$ cat config.mk
export PLATFORM = sky130hd
export DESIGN_NAME = hwmon_irq_ctrl
export DESIGN_NICKNAME = d
export VERILOG_FILES = /design/src/rtl/hwmon_irq_pkg.sv /design/src/rtl/hwmon_win_detect.sv /design/src/rtl/hwmon_fan_fault.sv /design/src/rtl/hwmon_sts_bank.sv /design/src/rtl/hwmon_irq_ctrl.sv
export SDC_FILE = /design/constraint.sdc
export NUM_CORES = 1
export LEC_CHECK = 0
export CORE_MARGIN = 5
export CORE_UTILIZATION = 44
export CTS_BUF_LIST = sky130_fd_sc_hd__clkbuf_2
export DETAILED_ROUTE_END_ITERATION = 10
export PLACE_DENSITY = 0.83
export SKIP_CTS_REPAIR_TIMING = 1
export SYNTH_ARGS = -nofsm -noshare
export SYNTH_HDL_FRONTEND = slang
export SYNTH_SLANG_ARGS = --single-unit
export TNS_END_PERCENT = 100
$ cat constraint.sdc
create_clock -name clk -period 2.09 [get_ports clk]
set_input_delay 0.418 -clock clk [delete_from_list [all_inputs] [get_ports clk]]
set_output_delay 0.418 -clock clk [all_outputs]
set_load 0.01 [all_outputs]
$ cat src/rtl/hwmon_irq_pkg.sv
package hwmon_irq_pkg;
  localparam int REG_W = 8;

  localparam logic [REG_W-1:0] IDX_VSTS = 8'h31;
  localparam logic [REG_W-1:0] IDX_VEN  = 8'h32;
  localparam logic [REG_W-1:0] IDX_FEN  = 8'h33;
  localparam logic [REG_W-1:0] IDX_FSTS = 8'h34;

  typedef enum logic [2:0] {
    SEL_NONE,
    SEL_VSTS,
    SEL_VEN,
    SEL_FEN,
    SEL_FSTS
  } reg_sel_e;

  function automatic reg_sel_e decode_idx(input logic [REG_W-1:0] idx);
    case (idx)
      IDX_VSTS: return SEL_VSTS;
      IDX_VEN:  return SEL_VEN;
      IDX_FEN:  return SEL_FEN;
      IDX_FSTS: return SEL_FSTS;
      default:  return SEL_NONE;
    endcase
  endfunction
endpackage

$ cat src/rtl/hwmon_win_detect.sv
module hwmon_win_detect #(
  parameter int NV = 4,
  parameter int DW = 8
) (
  input  logic            clk,
  input  logic            rst,
  input  logic [NV*DW-1:0] vin_code,
  input  logic [NV*DW-1:0] vin_hi_lim,
  input  logic [NV*DW-1:0] vin_lo_lim,
  input  logic [DW-1:0]   tmp_code,
  input  logic [DW-1:0]   tmp_hi_lim,
  input  logic [DW-1:0]   tmp_hyst_lim,
  output logic [NV:0]     evt_o
);
  logic tmp_alarm_q;

  genvar gi;
  generate
    for (gi = 0; gi < NV; gi++) begin : g_chan
      logic [DW-1:0] code, hi, lo;
      assign code = vin_code[gi*DW +: DW];
      assign hi   = vin_hi_lim[gi*DW +: DW];
      assign lo   = vin_lo_lim[gi*DW +: DW];
      assign evt_o[gi] = (code > hi) || (code < lo);
    end
  endgenerate

  // temperature alarm with hysteresis band
  always_ff @(posedge clk) begin
    if (rst) begin
      tmp_alarm_q <= 1'b0;
    end else if (tmp_code > tmp_hi_lim) begin
      tmp_alarm_q <= 1'b1;
    end else if (tmp_code < tmp_hyst_lim) begin
      tmp_alarm_q <= 1'b0;
    end
  end

  assign evt_o[NV] = tmp_alarm_q;

  AST_TEMP_BAND_HOLD: assert property (@(posedge clk) disable iff (rst)
    (tmp_code <= tmp_hi_lim && tmp_code >= tmp_hyst_lim) |=> $stable(tmp_alarm_q));
  AST_TEMP_RAISE: assert property (@(posedge clk) disable iff (rst)
    (tmp_code > tmp_hi_lim) |=> tmp_alarm_q);
endmodule

$ cat src/rtl/hwmon_fan_fault.sv
module hwmon_fan_fault #(
  parameter int CW = 8,
  parameter int TW = 8
) (
  input  logic          clk,
  input  logic          rst,
  input  logic [CW-1:0] count_i,
  input  logic [CW-1:0] expect_i,
  input  logic          pwm_full_i,
  input  logic [TW-1:0] fault_time_i,
  output logic          fault_o
);
  logic          cond;
  logic [TW-1:0] held_q;

  assign cond = pwm_full_i && (count_i > expect_i);

  // consecutive-cycle counter, saturating, restarts on any gap
  always_ff @(posedge clk) begin
    if (rst || !cond) begin
      held_q <= '0;
    end else if (held_q != {TW{1'b1}}) begin
      held_q <= held_q + 1'b1;
    end
  end

  assign fault_o = cond && (held_q >= fault_time_i);

  AST_FAN_RESTART: assert property (@(posedge clk) disable iff (rst)
    !cond |=> held_q == '0);
  AST_FAN_ADVANCE: assert property (@(posedge clk) disable iff (rst)
    (cond && !fault_o) |=> held_q == $past(held_q) + 1'b1);
endmodule

$ cat src/rtl/hwmon_sts_bank.sv
module hwmon_sts_bank #(
  parameter int N = 4
) (
  input  logic         clk,
  input  logic         rst,
  input  logic [N-1:0] set_i,
  input  logic [N-1:0] clr_i,
  input  logic         en_we,
  input  logic [N-1:0] en_wdata,
  output logic [N-1:0] sts_o,
  output logic [N-1:0] en_o,
  output logic         hit_o
);
  logic [N-1:0] sts_q, en_q;

  genvar gb;
  generate
    for (gb = 0; gb < N; gb++) begin : g_bit
      always_ff @(posedge clk) begin
        if (rst) begin
          sts_q[gb] <= 1'b0;
        end else if (set_i[gb]) begin
          sts_q[gb] <= 1'b1;
        end else if (clr_i[gb]) begin
          sts_q[gb] <= 1'b0;
        end
      end

      AST_SET_WINS: assert property (@(posedge clk) disable iff (rst)
        set_i[gb] |=> sts_q[gb]);
      AST_W1C: assert property (@(posedge clk) disable iff (rst)
        (sts_q[gb] && !set_i[gb] && clr_i[gb]) |=> !sts_q[gb]);
      AST_NO_SPUR_SET: assert property (@(posedge clk) disable iff (rst)
        (!sts_q[gb] && !set_i[gb]) |=> !sts_q[gb]);
    end
  endgenerate

  always_ff @(posedge clk) begin
    if (rst) begin
      en_q <= '0;
    end else if (en_we) begin
      en_q <= en_wdata;
    end
  end

  assign sts_o = sts_q;
  assign en_o  = en_q;
  assign hit_o = |(sts_q & en_q);

  AST_EN_WRITE: assert property (@(posedge clk) disable iff (rst)
    en_we |=> en_q == $past(en_wdata));
endmodule

$ cat src/rtl/hwmon_irq_ctrl.sv
module hwmon_irq_ctrl
  import hwmon_irq_pkg::*;
#(
  parameter int NV = 4,
  parameter int DW = 8,
  parameter int NF = 2,
  parameter int CW = 8,
  parameter int TW = 8
) (
  input  logic             clk,
  input  logic             rst,
  input  logic [NV*DW-1:0] vin_code,
  input  logic [NV*DW-1:0] vin_hi_lim,
  input  logic [NV*DW-1:0] vin_lo_lim,
  input  logic [DW-1:0]    tmp_code,
  input  logic [DW-1:0]    tmp_hi_lim,
  input  logic [DW-1:0]    tmp_hyst_lim,
  input  logic [NF*CW-1:0] fan_count,
  input  logic [NF*CW-1:0] fan_expect,
  input  logic [NF-1:0]    fan_pwm_full,
  input  logic [TW-1:0]    fault_time,
  input  logic [7:0]       reg_addr,
  input  logic             reg_wr,
  input  logic [7:0]       reg_wdata,
  output logic [7:0]       reg_rdata,
  output logic             smi_n
);
  localparam int VB = NV + 1;
  localparam logic [REG_W-1:0] VMASK = REG_W'((1 << VB) - 1);
  localparam logic [REG_W-1:0] FMASK = REG_W'((1 << NF) - 1);

  reg_sel_e      sel;
  logic [VB-1:0] v_evt, v_clr, v_sts, v_en;
  logic [NF-1:0] f_evt, f_clr, f_sts, f_en;
  logic          v_hit, f_hit;
  logic [7:0]    rd_mux;

  assign sel = decode_idx(reg_addr);

  hwmon_win_detect #(.NV(NV), .DW(DW)) u_win (
    .clk          (clk),
    .rst          (rst),
    .vin_code     (vin_code),
    .vin_hi_lim   (vin_hi_lim),
    .vin_lo_lim   (vin_lo_lim),
    .tmp_code     (tmp_code),
    .tmp_hi_lim   (tmp_hi_lim),
    .tmp_hyst_lim (tmp_hyst_lim),
    .evt_o        (v_evt)
  );

  genvar gf;
  generate
    for (gf = 0; gf < NF; gf++) begin : g_fan
      hwmon_fan_fault #(.CW(CW), .TW(TW)) u_fan (
        .clk          (clk),
        .rst          (rst),
        .count_i      (fan_count[gf*CW +: CW]),
        .expect_i     (fan_expect[gf*CW +: CW]),
        .pwm_full_i   (fan_pwm_full[gf]),
        .fault_time_i (fault_time),
        .fault_o      (f_evt[gf])
      );
    end
  endgenerate

  assign v_clr = (reg_wr && sel == SEL_VSTS) ? reg_wdata[VB-1:0] : '0;
  assign f_clr = (reg_wr && sel == SEL_FSTS) ? reg_wdata[NF-1:0] : '0;

  hwmon_sts_bank #(.N(VB)) u_vbank (
    .clk      (clk),
    .rst      (rst),
    .set_i    (v_evt),
    .clr_i    (v_clr),
    .en_we    (reg_wr && sel == SEL_VEN),
    .en_wdata (reg_wdata[VB-1:0]),
    .sts_o    (v_sts),
    .en_o     (v_en),
    .hit_o    (v_hit)
  );

  hwmon_sts_bank #(.N(NF)) u_fbank (
    .clk      (clk),
    .rst      (rst),
    .set_i    (f_evt),
    .clr_i    (f_clr),
    .en_we    (reg_wr && sel == SEL_FEN),
    .en_wdata (reg_wdata[NF-1:0]),
    .sts_o    (f_sts),
    .en_o     (f_en),
    .hit_o    (f_hit)
  );

  always_comb begin
    rd_mux = '0;
    case (sel)
      SEL_VSTS: rd_mux[VB-1:0] = v_sts;
      SEL_VEN:  rd_mux[VB-1:0] = v_en;
      SEL_FEN:  rd_mux[NF-1:0] = f_en;
      SEL_FSTS: rd_mux[NF-1:0] = f_sts;
      default:  rd_mux = '0;
    endcase
  end

  always_ff @(posedge clk) begin
    if (rst) begin
      reg_rdata <= '0;
      smi_n     <= 1'b1;
    end else begin
      reg_rdata <= rd_mux;
      smi_n     <= !(v_hit || f_hit);
    end
  end

  AST_SMI_LOW: assert property (@(posedge clk) disable iff (rst)
    (v_hit || f_hit) |=> !smi_n);
  AST_SMI_HIGH: assert property (@(posedge clk) disable iff (rst)
    !(v_hit || f_hit) |=> smi_n);
  AST_RSVD_READ_ZERO: assert property (@(posedge clk) disable iff (rst)
    (!$past(rst) && ($past(reg_addr) == IDX_FSTS || $past(reg_addr) == IDX_FEN))
      |-> reg_rdata[7:NF] == '0);
  AST_RSVD_WR_IGNORED: assert property (@(posedge clk) disable iff (rst)
    (reg_wr && reg_addr == IDX_VEN) |=>
      REG_W'(v_en) == ($past(reg_wdata) & VMASK));
  AST_FEN_WR_IGNORED: assert property (@(posedge clk) disable iff (rst)
    (reg_wr && reg_addr == IDX_FEN) |=>
      REG_W'(f_en) == ($past(reg_wdata) & FMASK));
endmodule

**After elaboration in Yosys (flattened, before gate mapping)**

Cells that the tools add are included.
W data, S select, Z words.

- Output and inout bits: 9
- Input bits: 181
- Word-level logic and storage cells: 92
- Bits in registers: 40

- Reductions and logical operators: 28
- Multiplexer cells: 21
- $lt $le $gt $ge: 14
- Eq/ne operators: 10
- Add/sub/neg operators: 2
- Bitwise gates (word level): 2

Operators with widths:

| operator | count |
|---|---|
| $gt A8 B8 Y1 | 7 |
| $lt A8 B8 Y1 | 5 |
| $eq A8 B6 Y1 const B | 4 |
| $add A8 B1 Y8 const B | 2 |
| $ge A8 B8 Y1 | 2 |
| $mux W1 | 16 |
| $ne A8 B8 Y1 const B | 2 |
| $reduce_bool A2 Y1 | 8 |
| $pmux W3 S4 | 1 |
| $logic_and A1 B1 Y1 | 8 |
| $pmux W2 S4 | 1 |
| $logic_or A1 B1 Y1 | 7 |
| $eq A3 B2 Y1 const B | 2 |
| $pmux W3 S2 | 1 |
| $and A5 B5 Y5 | 1 |
| $mux W5 | 1 |
| $reduce_or A5 Y1 | 1 |
| $eq A3 B1 Y1 const B | 1 |
| $eq A3 B3 Y1 const B | 1 |
| $logic_not A1 Y1 | 3 |
| $and A2 B2 Y2 | 1 |
| $mux W2 | 1 |
| $reduce_or A2 Y1 | 1 |

**Depth between registers and ports, before layout**

Gate-level depths: netlist of run 1.

- Depth in word-level cells: 7
- Mapped depth: 7
- Mapped depth without buffers: 7

**Cells and area by module**

From an unflattened synthesis of run 1, not the netlist that was laid out.

- Cells, all modules: 563
- Area, all modules: 4,560.6 um2

Modules (own cells, without submodules):

| module | area each (um2) | times used | cells an instance | sequential area each (um2) |
|---|---|---|---|---|
| hwmon_win_detect | 1,898.1 | 1 | 264 | 20.0 |
| hwmon_fan_fault | 818.3 | 2 | 97 | 160.2 |
| hwmon_irq_ctrl | 501.7 | 1 | 50 | 120.1 |
| hwmon_sts_bank (u_vbank) | 377.9 | 1 | 40 | 200.2 |
| hwmon_sts_bank (u_fbank) | 146.4 | 1 | 15 | 80.1 |

**Least setup slack after synthesis of run 1**

Ideal clock, no wire load.

- Kind: input-to-reg
- From: input vin_hi_lim[9]
- To: register u_vbank.sts_q[1] (netlist: u_vbank.sts_o[1])
- Stages on the path: 7
- Setup time: 0.135 ns
- Data required time: 1.955 ns
- Data arrival time: 1.503 ns
- Path slack: 0.453 ns
- Path buffers: 0
- Cells stage by stage: inv_1 -> ha_1 -> nor2b_1 -> o211ai_1 -> a21oi_1 -> a2111oi_0 -> o311ai_1

- Cells in the longest elaborated chain, start to end: 3
- Elaborated cells on any way between the ends: 4
- Classes of those cells: order compare (1); mux (1); reduce/logical (2)

RTL lines:

| item | RTL line | source |
|---|---|---|
| start: declaration | hwmon_irq_ctrl.sv:13 | `input logic [NV*DW-1:0] vin_hi_lim,` |
| $gt A8 B8 Y1 (*) | hwmon_win_detect.sv:24 | `assign evt_o[gi] = (code > hi) \|\| (code < lo);` |
| $logic_or A1 B1 Y1 (*) | hwmon_win_detect.sv:24 |  |
| $mux W1 / $reduce_bool A2 Y1 (equally long branches) | - |  |
| end signal: indexed assignment | hwmon_sts_bank.sv:21 | `sts_q[gb] <= 1'b0;` |
| end signal: indexed assignment | hwmon_sts_bank.sv:23 | `sts_q[gb] <= 1'b1;` |
| end signal: indexed assignment | hwmon_sts_bank.sv:25 | `sts_q[gb] <= 1'b0;` |
| end: declaration | hwmon_sts_bank.sv:14 | `logic [N-1:0] sts_q, en_q;` |

Every way passes the cells marked *; elsewhere a longest branch is shown, timed or not.
A chain may end at the register's enable or synchronous reset.

**Worst setup path after layout of run 1**

- From: input vin_hi_lim[25]
- To: register u_vbank.sts_q[3] (netlist: u_vbank.sts_o[3])

The elaborated chain is that of the path after synthesis.

==> impl_metrics.yaml, run 1 <==
grt:
  antenna_found_initial: 0
  overflow: 0
  grt_use_total_pct: 20.5
  grt_max_degree: 21
  globalRouteMet3Util_pct: 4.32
  grt_pass1_wl_mm: 20.0
  grt.busiest_layer: "met2"
  grtUsageMet1_pct: 22.0
  grt_pass1_vias: 4773
  met2_usage_pct: 39.2
worst_setup_path:
  critPathRequiredTime_ns: 2.36
  reg2reg_depth: 5
  crit_path_end_kind: "flop"
  path_class: "input port to flop"
  cp.arrival_ns: 2.24
  start_kind: "input port"
  critPathMaxFanout: 2
timing:
  finalSetupViolations: 0
  min_period_over_period_pct: 94.6
  slew_headroom_pct: 64.5
  hold_slack_ns: 0.542
  hold_viol: 0
  fmax_ghz: 0.506
  setup-tns-final_ns: 0
  fin_crit_ns: 1.98
  skew_ns: 0.0124
  rsz0062_at_grt: "false"
  drv_slew: 0
  worst_slew_pin_slew_ns: 0.520
  fin_ws_ns: 0.114
yosys:
  synth_area_per_cell_sq_um: 7.91
  ys_types: 53
  dominantRegCellSynth: "dfxtp_1"
  yosysWarnings: 0
  async_reset_ff_share_pct: 0
  synth-edff-count: 0
  netlist_area_sq_mm: 0.00429
  yosys.area.top_type: "ha_1"
  yosysSeqAreaShare_pct: 17.3
  synth_top_area_share_pct: 31.8
  ys_top_cells_by_area: "ha_1 32%, dfxtp_1 17%, inv_1 9.5%, nor2_1 5.0%, a21oi_1 4.0%"
  yosys_register_bits: 37
  synthCells: 542
placed_design:
  globalplace.congestion: 0.830
  placed_cells: 866
  pre_cts_ws_ns: -0.285
  portBuffers: 183
  hpwl_mm: 10.9
clocking:
  cts_buffers: 5
  htree_num_levels: 2
  insertion_delay_ns: 0.38
  cts_tree: "done"
  clk_pin_slew_ns: 0.17
  cts_buffer_depth: 2
  clockRootBuffer: "clkbuf_2"
  clock_sinks: 37
final_layout:
  most-common-layout-cells: "183 x clkdlybuf4s50_1, 109 x ha_1, 108 x inv_1, 57 x nor2_1, 37 x dfxtp_1"
  syn_to_final_growth_pct: 49.2
  utilization_pct: 66.4
  finish.net_count: 1030
  final_common_cell: "clkdlybuf4s50_1"
  fin_cells: 874
  drive_above_1_share_pct: 3.78
run:
  maxCapViolCount: 0
floorplanning:
  die_w_microns: 109
  core_area_sq_mm: 0.00964
  io_pins: 190
  die_height_microns: 109
  die_area_sq_mm: 0.0118
  fp-row-count: 36
  initial_core_util_pct: 44.5
routing:
  drt_wl_total_mm: 12.2
  drt-pass1-iter-count: 4
  drt_iter0_markers: 108
  wl_per_cell_microns: 14.0
  drc: 0
  antenna_left: 0
  vias: 4541
  via_per_inst: 5.20
power_and_ir_drop:
  leakage_nw: 3.07
  power.density_mw_per_mm2: 299
  ir_worst_vdd_uv: 165
outcome:
  outcome: "completed"
hold_path:
  hp-class: "flop to flop"
  min_path_cells: 2
[path summary, 6_finish.rpt]
kind                                              start                            end  slack, ns
hold / removal           u_win.tmp_alarm_q$_SDFFE_PP0P_  u_vbank.sts_o[4]$_SDFFE_PP0P_       0.54
setup reg to reg  g_fan[1].u_fan.held_q[5]$_SDFFE_PP0P_  u_fbank.sts_o[1]$_SDFFE_PP0P_       0.50
setup / recovery                         vin_hi_lim[25]  u_vbank.sts_o[3]$_SDFFE_PP0P_       0.11
hold reg to reg          u_win.tmp_alarm_q$_SDFFE_PP0P_  u_vbank.sts_o[4]$_SDFFE_PP0P_       0.54
[cells by family after synthesis]
| family | Yosys count | synth area share, % |
|---|---|---|
| and+or+nand+nor | 153 | 18.8 |
| buffers and inverters | 115 | 10.4 |
| adders and majority gates | 109 | 31.8 |
| AOI/OAI and AO/OA | 109 | 17.6 |
| DFF | 37 | 17.3 |
| muxes | 11 | 2.57 |
| xor gates and xnor gates | 7 | 1.43 |
| other | 1 | 0.0875 |
[metal layers]
layer	vias up	routed length (microns)
met1	2054	4890
met2	146	6150
met4	0	422
met5	-	0
li1	2302	-
met3	39	738
[synth_stat cells (all sizes together), types with 2 or more instances]
library cell	instances
a31oi	2
inv	108
nand3	12
ha	109
o21ai	17
xor2	3
a2111oi	7
dfxtp	37
and3	3
a21o	7
and4	3
o31ai	3
nor3b	2
o22a	2
buf	5
clkbuf	2
a22oi	7
mux2i	11
o311ai	4
nand2b	5
a21oi	34
nor2	57
a211oi	8
nand2	20
nor3	9
a221o	2
or3	4
o211ai	6
a211o	5
xnor2	4
nor2b	10
nand4	21
[sequential cells by signal, summed over array words and instances (netlist names)]
name,count
u_vbank.en_o,5
smi_n,1
u_win.tmp_alarm_q,1
u_fbank.en_o,2
u_fbank.sts_o,2
u_vbank.sts_o,5
reg_rdata,5
g_fan.u_fan.held_q,16
[power breakdown]
part	switching, mW	leakage, nW	internal [mW]	total, mW
Clock	0.229	0.0265	0.0781	0.307
Combinational	0.337	2.74	0.521	0.859
Sequential	0.0188	0.300	0.726	0.745
Total	0.585	3.07	1.33	1.91
[through the flow]
stage	instance area (sq um)	power, mW
CTS	6390	1.93
floorplan	4290	1.13
global route	6390	2.06
detailed placement	6360	1.62
global placement	6360	1.57
finish	6400	1.91
[critical path: stages]
cell	delay, ns
clkdlybuf4s50_1	0.47
inv_1	0.05
ha_1	0.28
nor2b_1	0.14
o211ai_1	0.15
a21oi_1	0.08
a2111oi_0	0.49
o311ai_1	0.16
[layout make-up]
cell class                 instances  area (sq um)
clock inverter                     1          3.75
sequential                        37           741
multi-input combinational        392          3110
fill                             806          3240
tap                              133           166
antenna                            1          2.50
inverter                         108           405
clock buffer                       6          30.0
timing repair buffer             196          1940
Power figures use the tool's default switching activity.
==> run 2: changes to the inputs <==
ABC_AREA = 1   (was unset)
CORE_UTILIZATION = 45   (was 44)
==> impl_metrics.yaml, run 2 <==
power_and_ir_drop:
  ir_worst_vdd_uv: 196
  intPower_mw: 1.30
  power.switching_mw: 0.618
  leakage_nw: 3.44
  pwr-share-comb_pct: 43.8
  p_total_mw: 1.92
  clockPowerShare_pct: 18.0
  power.density_mw_per_mm2: 294
  p_seq_share_pct: 38.2
  switching_share_pct: 32.2
timing:
  finalSetupViolations: 0
  hold_slack_ns: 0.475
  hold_viol: 0
  fmax_ghz: 0.577
  fin_crit_ns: 1.73
  skew_ns: 0.0119
  drv_slew: 0
  setup-tns-final_ns: 0
  rsz0062_at_grt: "false"
  fin_ws_ns: 0.357
  min_period_over_period_pct: 82.9
floorplanning:
  io_pins: 190
  initial_core_util_pct: 46.0
  core_area_sq_mm: 0.00977
  die_area_sq_mm: 0.0121
  die_w_microns: 110
  die_height_microns: 110
  fp-row-count: 36
run:
  maxCapViolCount: 0
final_layout:
  antenna_cells: 0
  top_register: "g_fan.u_fan.held_q"
  finish.net_count: 1171
  final_area_sq_mm: 0.00654
  fillerInstances: 895
  final_common_cell: "clkdlybuf4s50_1"
  syn_to_final_growth_pct: 45.4
  largest_reg_flops: 16
  drive_above_1_share_pct: 2.83
  most-common-layout-cells: "183 x clkdlybuf4s50_1, 177 x nand2_1, 154 x inv_1, 109 x ha_1, 56 x nor2_1"
yosys:
  netlist_area_sq_mm: 0.00450
  synth-edff-count: 0
  yosysWarnings: 0
  ys_types: 29
  synthCells: 692
  yosys.area.top_type: "ha_1"
  synth_most_common_cell: "nand2_1"
  yosysSeqAreaShare_pct: 16.5
  yosys_register_bits: 37
  synth_area_per_cell_sq_um: 6.50
  dominantRegCellSynth: "dfxtp_1"
  synth_top_area_share_pct: 30.3
  synthTopCellsByCount: "177 x nand2_1, 154 x inv_1, 109 x ha_1"
  ys_top_cells_by_area: "ha_1 30%, dfxtp_1 16%, nand2_1 15%, inv_1 13%, a21oi_1 6.0%"
  async_reset_ff_share_pct: 0
placed_design:
  dpl_cell_area_sq_mm: 0.00649
  pre_cts_ws_ns: 0.00763
  hpwl_mm: 10.3
  portBuffers: 183
  globalplace.congestion: 0.874
routing:
  drt-pass1-iter-count: 4
  antenna_left: 0
  via_per_inst: 4.62
  vias: 4691
  drt_wl_total_mm: 11.3
  drc: 0
  drt_iter0_markers: 141
  wl_per_cell_microns: 11.2
worst_setup_path:
  cp.arrival_ns: 1.32
  cpLargestDelayFamily: "buffers and inverters"
  slowest_stage: "clkdlybuf4s50_1"
  path_class: "flop to output port"
  cp_num_buf_inv: 1
  path_cells: "clkdlybuf4s50_1"
  critPathMaxFanout: 1
  crit_path_end_kind: "output port"
  max_stage_delay_ns: 0.57
  start_kind: "flop"
  critPathRequiredTime_ns: 1.67
hold_path:
  hp-class: "flop to flop"
grt:
  grt_max_degree: 17
  grt_pass1_vias: 4409
  overflow: 0
  grt_use_total_pct: 18.6
  grt_pass1_wl_mm: 18.5
  antenna_found_initial: 0
clocking:
  cts_buffer_depth: 2
  cts_buffers: 5
  insertion_delay_ns: 0.39
  clockRootBuffer: "clkbuf_2"
  clk_pin_slew_ns: 0.22
  cts_tree: "done"
  htree_num_levels: 2
  clock_sinks: 37
outcome:
  outcome: "completed"
[run 2: final cells by class]
| class | instances | area, sq um | share of cell area, % |
|---|---|---|---|
| clock buffer | 5 | 25.0 | 0.383 |
| clock inverter | 3 | 21.3 | 0.325 |
| timing repair buffer | 187 | 1860 | 28.5 |
| tap | 133 | 166 | 2.55 |
| inverter | 155 | 582 | 8.90 |
| sequential | 37 | 741 | 11.3 |
| multi-input combinational | 495 | 3140 | 48.0 |
[run 2: worst paths after layout]
check | startpoint | end | slack (ns) | cells after the start
setup reg to reg | g_fan[1].u_fan.held_q[5]$_SDFFE_PP0P_ | u_fbank.sts_o[1]$_SDFFE_PP0P_ | 0.59 | 7
hold / removal | u_win.tmp_alarm_q$_SDFFE_PP0P_ | u_win.tmp_alarm_q$_SDFFE_PP0P_ | 0.47 | 2
hold reg to reg | u_win.tmp_alarm_q$_SDFFE_PP0P_ | u_win.tmp_alarm_q$_SDFFE_PP0P_ | 0.47 | 2
setup / recovery | reg_rdata[3]$_SDFF_PP0_ | reg_rdata[3] | 0.36 | 1
[run 2: layer usage]
layer	vias up	GRT usage [%]	routed length [microns]
met1	1994	21.5	4670
met5	-	0	0
li1	2554	-	-
met2	128	34.7	5500
met4	0	3.92	163
met3	15	4.23	994
[run 2: worst register-to-register path, cell delays in order (launching register included)]
cell,delay [ns]
dfxtp_1,0.53
ha_1,0.31
a21oi_1,0.14
nor2_1,0.05
nor3_1,0.13
nand3_1,0.10
nand3_1,0.12
nand2_1,0.06
[run 2: power groups by stage]
stage / Sequential (mW) / Clock, mW / Combinational [mW]
after floorplan: 0.744 / 0 / 0.406
after global placement: 0.747 / 0 / 0.826
after detailed placement: 0.747 / 0 / 0.849
after CTS: 0.734 / 0.362 / 0.853
after global routing: 0.736 / 0.400 / 0.974
final: 0.734 / 0.346 / 0.842
[run 2: metrics by stage]
step	utilization [%]	cells
final	66.9	1015
after global routing	66.9	1015
after CTS	66.9	1015
after detailed placement	66.4	1007
after global placement	66.4	1007
after floorplan	-	694
[run 2: cell families after synthesis]
| logic type | share of synthesized area (%) |
|---|---|
| DFF | 16.5 |
| adders and majority gates | 30.3 |
| buffers and inverters | 13.9 |
| and+or+nand+nor | 28.3 |
| xor gates and xnor gates | 1.75 |
| other | 0.0834 |
| AOI/OAI and AO/OA | 9.18 |
